### config.mk
export PLATFORM = sky130hd
export DESIGN_NAME = gen2_recovery_watchdog
export DESIGN_NICKNAME = d
export VERILOG_FILES = /design/src/rtl/gw_pkg.sv /design/src/rtl/gw_timer.sv /design/src/rtl/gw_check_counter.sv /design/src/rtl/gw_fsm.sv /design/src/rtl/gen2_recovery_watchdog.sv
export SDC_FILE = /design/constraint.sdc
export NUM_CORES = 1
export LEC_CHECK = 0
export CAP_MARGIN = 20
export CORE_UTILIZATION = 30
export CTS_BUF_LIST = sky130_fd_sc_hd__clkbuf_8
export CTS_CLUSTER_SIZE = 25
export DETAILED_ROUTE_END_ITERATION = 10
export MAX_ROUTING_LAYER = met4
export PLACE_DENSITY_LB_ADDON = 0.12
export SYNTH_ARGS = -nofsm -noshare
export SYNTH_HDL_FRONTEND = slang
export SYNTH_SLANG_ARGS = --single-unit
### constraint.sdc
create_clock -name clk -period 2.7 [get_ports clk]
set_input_delay 0.405 -clock clk [delete_from_list [all_inputs] [get_ports clk]]
set_output_delay 0.405 -clock clk [all_outputs]
set_load 0.03 [all_outputs]
### src/rtl/gw_pkg.sv
package gw_pkg;

  localparam int unsigned BUS_AW = 16;
  localparam int unsigned BUS_DW = 16;

  localparam logic [BUS_AW-1:0] RX_STATUS_ADDR = 16'h100D;
  localparam logic [BUS_AW-1:0] RX_OVR_ADDR    = 16'h1005;
  localparam logic [BUS_DW-1:0] OVR_FORCE_OFF  = 16'h0028;
  localparam logic [BUS_DW-1:0] OVR_RELEASE    = 16'h0000;
  localparam logic [5:0]        LTSSM_RCVRLOCK = 6'h0D;

  typedef enum logic [2:0] {
    ST_IDLE,
    ST_WAIT,
    ST_READ,
    ST_FORCE,
    ST_HOLD,
    ST_RELEASE,
    ST_NEXT
  } gw_state_t;

  function automatic int unsigned max_u(input int unsigned a, input int unsigned b);
    return (a > b) ? a : b;
  endfunction

  // stuck rate change: receiver-lock state with no valid receive data
  function automatic logic is_stuck(input logic [5:0] ltssm, input logic rx_valid);
    return (ltssm == LTSSM_RCVRLOCK) && !rx_valid;
  endfunction

endpackage

### src/rtl/gw_timer.sv
module gw_timer #(
  parameter int unsigned W = 8
) (
  input  logic         clk,
  input  logic         rst_n,
  input  logic         load,
  input  logic [W-1:0] load_val,
  output logic         zero
);
  logic [W-1:0] cnt_q;

  always_ff @(posedge clk) begin
    if (!rst_n)            cnt_q <= '0;
    else if (load)         cnt_q <= load_val;
    else if (cnt_q != '0)  cnt_q <= cnt_q - 1'b1;
  end

  assign zero = (cnt_q == '0);
endmodule

### src/rtl/gw_check_counter.sv
module gw_check_counter #(
  parameter int unsigned MAX_CHECKS = 200,
  localparam int unsigned CW = $clog2(MAX_CHECKS + 1)
) (
  input  logic clk,
  input  logic rst_n,
  input  logic clear,
  input  logic inc,
  output logic last
);
  logic [CW-1:0] cnt_q;

  always_ff @(posedge clk) begin
    if (!rst_n || clear) cnt_q <= '0;
    else if (inc)        cnt_q <= cnt_q + 1'b1;
  end

  assign last = (cnt_q == CW'(MAX_CHECKS - 1));
endmodule

### src/rtl/gw_fsm.sv
module gw_fsm
  import gw_pkg::*;
(
  input  logic              clk,
  input  logic              rst_n,
  input  logic              start,
  input  logic [5:0]        ltssm_state,
  input  logic              link_up,
  input  logic              rsp_done,
  input  logic              rsp_error,
  input  logic              rx_valid,
  input  logic              tmr_zero,
  input  logic              last_check,
  output logic              tmr_load,
  output logic              tmr_hold_sel,
  output logic              cnt_clear,
  output logic              cnt_inc,
  output logic              req_valid,
  output logic              req_write,
  output logic [BUS_AW-1:0] req_addr,
  output logic [BUS_DW-1:0] req_wdata,
  output logic              link_ok,
  output logic              link_fail,
  output logic              stall_hit,
  output logic              hold_active,
  output logic              idle
);
  gw_state_t state_q, state_d;
  logic set_ok, set_fail, clr_flags;

  always_comb begin
    state_d      = state_q;
    tmr_load     = 1'b0;
    tmr_hold_sel = 1'b0;
    cnt_clear    = 1'b0;
    cnt_inc      = 1'b0;
    req_valid    = 1'b0;
    req_write    = 1'b0;
    req_addr     = RX_STATUS_ADDR;
    req_wdata    = OVR_RELEASE;
    set_ok       = 1'b0;
    set_fail     = 1'b0;
    clr_flags    = 1'b0;
    stall_hit    = 1'b0;
    unique case (state_q)
      ST_IDLE: if (start) begin
        clr_flags = 1'b1;
        cnt_clear = 1'b1;
        tmr_load  = 1'b1;
        state_d   = ST_WAIT;
      end
      ST_WAIT: if (tmr_zero) begin
        if (link_up) begin
          set_ok  = 1'b1;
          state_d = ST_IDLE;
        end else begin
          state_d = ST_READ;
        end
      end
      ST_READ: begin
        req_valid = 1'b1;
        if (rsp_done) begin
          if (!rsp_error && is_stuck(ltssm_state, rx_valid)) begin
            stall_hit = 1'b1;
            state_d   = ST_FORCE;
          end else begin
            state_d   = ST_NEXT;
          end
        end
      end
      ST_FORCE: begin
        req_valid = 1'b1;
        req_write = 1'b1;
        req_addr  = RX_OVR_ADDR;
        req_wdata = OVR_FORCE_OFF;
        if (rsp_done) begin
          if (rsp_error) state_d = ST_NEXT;
          else begin
            tmr_load     = 1'b1;
            tmr_hold_sel = 1'b1;
            state_d      = ST_HOLD;
          end
        end
      end
      ST_HOLD: if (tmr_zero) state_d = ST_RELEASE;
      ST_RELEASE: begin
        req_valid = 1'b1;
        req_write = 1'b1;
        req_addr  = RX_OVR_ADDR;
        req_wdata = OVR_RELEASE;
        if (rsp_done) state_d = ST_NEXT;
      end
      ST_NEXT: begin
        cnt_inc = 1'b1;
        if (last_check) begin
          set_fail = 1'b1;
          state_d  = ST_IDLE;
        end else begin
          tmr_load = 1'b1;
          state_d  = ST_WAIT;
        end
      end
      default: state_d = ST_IDLE;
    endcase
  end

  always_ff @(posedge clk) begin
    if (!rst_n) begin
      state_q   <= ST_IDLE;
      link_ok   <= 1'b0;
      link_fail <= 1'b0;
    end else begin
      state_q <= state_d;
      if (clr_flags) begin
        link_ok   <= 1'b0;
        link_fail <= 1'b0;
      end
      if (set_ok)   link_ok   <= 1'b1;
      if (set_fail) link_fail <= 1'b1;
    end
  end

  assign hold_active = (state_q == ST_HOLD);
  assign idle        = (state_q == ST_IDLE);
endmodule

### src/rtl/gen2_recovery_watchdog.sv
module gen2_recovery_watchdog
  import gw_pkg::*;
#(
  parameter int unsigned INTERVAL_CYCLES = 200000,
  parameter int unsigned HOLD_CYCLES     = 200000,
  parameter int unsigned MAX_CHECKS      = 200
) (
  input  logic        clk,
  input  logic        rst_n,
  input  logic        start,
  input  logic [5:0]  ltssm_state,
  input  logic        link_up,
  output logic        req_valid,
  output logic        req_write,
  output logic [15:0] req_addr,
  output logic [15:0] req_wdata,
  input  logic        rsp_done,
  input  logic        rsp_error,
  input  logic [15:0] rsp_rdata,
  output logic        link_ok,
  output logic        link_fail
);
  localparam int unsigned TW = $clog2(max_u(INTERVAL_CYCLES, HOLD_CYCLES) + 1);
  localparam logic [TW-1:0] INTERVAL_LOAD = TW'(INTERVAL_CYCLES - 1);
  localparam logic [TW-1:0] HOLD_LOAD     = TW'(HOLD_CYCLES - 1);

  // events brought out for the bound checker
  logic stall_hit, hold_active, idle;
  logic tmr_load, tmr_hold_sel, tmr_zero;
  logic cnt_clear, cnt_inc, last_check;
  logic [TW-1:0] tmr_val;
  logic unused_status;

  // only receive-valid is decoded from the status word
  assign unused_status = ^rsp_rdata[15:1];
  assign tmr_val = tmr_hold_sel ? HOLD_LOAD : INTERVAL_LOAD;

  gw_timer #(.W(TW)) u_timer (
    .clk      (clk),
    .rst_n    (rst_n),
    .load     (tmr_load),
    .load_val (tmr_val),
    .zero     (tmr_zero)
  );

  gw_check_counter #(.MAX_CHECKS(MAX_CHECKS)) u_checks (
    .clk   (clk),
    .rst_n (rst_n),
    .clear (cnt_clear),
    .inc   (cnt_inc),
    .last  (last_check)
  );

  gw_fsm u_fsm (
    .clk          (clk),
    .rst_n        (rst_n),
    .start        (start),
    .ltssm_state  (ltssm_state),
    .link_up      (link_up),
    .rsp_done     (rsp_done),
    .rsp_error    (rsp_error),
    .rx_valid     (rsp_rdata[0]),
    .tmr_zero     (tmr_zero),
    .last_check   (last_check),
    .tmr_load     (tmr_load),
    .tmr_hold_sel (tmr_hold_sel),
    .cnt_clear    (cnt_clear),
    .cnt_inc      (cnt_inc),
    .req_valid    (req_valid),
    .req_write    (req_write),
    .req_addr     (req_addr),
    .req_wdata    (req_wdata),
    .link_ok      (link_ok),
    .link_fail    (link_fail),
    .stall_hit    (stall_hit),
    .hold_active  (hold_active),
    .idle         (idle)
  );
endmodule

==> metrics <==
Mapped Area around 1900 um^2; multiplexer area fraction after synthesis 0.0335; first-pass GRT wire length 6150 um; met1 GRT Util 0.150; ANT nets after route 0; vias in the first global route 1333; met2 Track Usage GR 0.204; GRT busiest layer met2; Leakage 0.781 nW; Post-Syn Area per Cell 8.37 um^2; Rel. slew slack 0.637; crit-path max FO 9; max-slew violation count 0; CP Capture Type output pin; RSZ-0062 raised after global routing no; clock skew just under 7 ps; crit-path max cell delay around 670 ps; Nets about 270; unique cell type count in the Yosys netlist 46; Worst-Skew Late Latency 280 ps; kind of critical path reg -> out; area post-placement approximately 2000 um^2; IO buf count 19; Die ar. 6540 um^2; status finished, final reports clean; CTS Buffer Depth 2; Buf+Inv Stages, Crit Path 1; sequential cell area about 620 um^2; setup TNS 0 ps; H-tree depth 2; Worst Path Required 2300 ps; TritonRoute pass-1 iters 4; xor/xnor cell area share of the yosys netlist 0.0845; Final Hold Viols 0; Synth top area share 0.332; Final Critical Period approximately 2400 ps; Placement Rows 28; WL/cell 11.4 um; Initial Utilization 0.313; Die Y-Extent between 80 and 90 um; Slowest cell on crit path clkdlybuf4s50_1; synth warn 0; GP Congestion 0.686; Synth top cells by count buf_4 (31), dfxtp_1 (31), nor2_1 (22); Finished Core Util 0.352; FFs w/ async S/R, synth 0; post-detail-place hpwl 2600 um; Synth area leaders dfxtp_1 (33%), buf_4 (12%), a21oi_1 (4.8%); root buffer cell clkbuf_8; Total GRT Usage 0.127; count of boundary I/O pins 64; VDD IR max 0.000335 V; Final period util 0.898; pin count of the biggest net entering global routing 16; PD cells 781 nW/um^2; crit-path cells nor2b_1 > o21a_1 > clkdlybuf4s50_1; via count 1453; clock sinks 31; Synth Area in Compound Gates 0.124; drt via density 4.57; Yosys reg bits 31; Horiz. Die Dim about 80 um; global-route met3 utilization 0.0337; cell taking the most area after synthesis dfxtp_1; Setup crit start kind register; Post-Layout Inst Area 2090 um^2; max-cap violation count 0; # DRC 0; largest family of logic cells by synthesized area simple AND/OR/NAND/NOR gates; Filler cells 644; # resized after CTS 0; dpl cells 310; synth-to-layout area growth 12.2%; top cell family by delay on the critical path buffers and inverters; CTS tree done; fmax ~410 MHz; Post-synth EDFFs 0; Core ar. 5960 um^2; fraction of layout cells with a size suffix above 1 0.0823; Seq/Total Area, Yosys 0.332; Setup Fix Bufs, Post-CTS 0; CTS Hold Bufs 0; Clock Pin Slew Worst Setup and Hold Paths 70 ps; # diodes 0; Worst-Margin Slew 540 ps; CTS Buf Count 5; Setup-failing EPs final 0; area occupied by multi-input gates 1070 um^2; Post-Synthesis Cells 223; crit path DAT slightly above 2000 ps; initial antenna violation count 0; 1st-iter DRT viols between 50 and 60; Post-Synth Simple-Gate Area 0.261; grt ovf 0; Hold/Removal Path Class reg -> reg; Routed WL approximately 3600 um; Post-Layout Cell Count 318; Primary FF master, synth dfxtp_1; Synth Area in Adders 0.0134; hold slack 499 ps
[cells by family (layout without fill, tap and decap cells)]
logic type               after synthesis  count (layout)
AO/OA/AOI/OAI                         37              37
XOR/XNOR                              18              18
adder cells (fa/ha/maj)                2               2
buffers and inverters                 42              35
flip-flops                            31              31
multiplexers                           6               6
other                                  2              29
AND/OR/NAND/NOR                       85              85
[cells in the final DEF, fill, tap and decap left out, types with 7 or more instances in the layout]
cell,count
dfxtp_1,31
conb_1,29
nor2_1,22
clkdlybuf4s50_1,19
a21oi_1,18
nand2_1,16
xnor2_1,10
xor2_1,8
nand3_1,8
inv_1,7
[per-stage QoR]
stage	setup WS, ps	power (mW)
floorplan	814	1.18
global placement	507	1.29
detailed placement	510	1.29
CTS	278	1.65
global route	164	1.77
finish	274	1.64
[worst paths after layout]
path	from	slack [ps]	cells past startpoint	end
min	u_checks.cnt_q[7]	500	2	u_checks.cnt_q[7]
min reg2reg	u_checks.cnt_q[7]	500	2	u_checks.cnt_q[7]
max reg2reg	u_timer.cnt_q[0]	520	7	u_fsm.state_q[0]
max	u_fsm.state_q[1]	270	3	req_write
[where the power goes]
part           total (mW)  switching, mW  leakage (nW)  internal (mW)
Sequential          0.657          0.124         0.254          0.534
Clock               0.359          0.183        0.0477          0.176
Combinational       0.619          0.355         0.480          0.264
[worst reg2reg max path: stages (launching register included)]
cell     delay (ps)
dfxtp_1         350
inv_1            90
ha_1            270
nor4b_1         230
and3_1          460
nand2_1         220
a21oi_1         280
mux2i_1         210
[metal layers]
layer / part of all wire / up-vias / wire [um]
li1: - / 758 / -
met3: 0.029 / 8 / 106
met5: 0 / - / 0
met1: 0.49 / 664 / 1770
met4: 0.014 / 0 / 51
met2: 0.47 / 23 / 1710
[registers in the layout (all words and copies together), names as in the netlist]
signal and flops:
u_fsm.link_ok 1, u_checks.cnt_q 8, u_fsm.state_q 3, u_timer.cnt_q 18, u_fsm.link_fail 1
[area by class of cell]
| cell class | instances | area share |
|---|---|---|
| clock buffer | 5 | 0.0329 |
| clock inverter | 3 | 0.00717 |
| multi-input combinational | 177 | 0.512 |
| sequential | 31 | 0.296 |
| inverter | 7 | 0.0125 |
| timing repair buffer | 20 | 0.0944 |
| tap | 75 | 0.0448 |
Power figures use the tool's default switching activity.
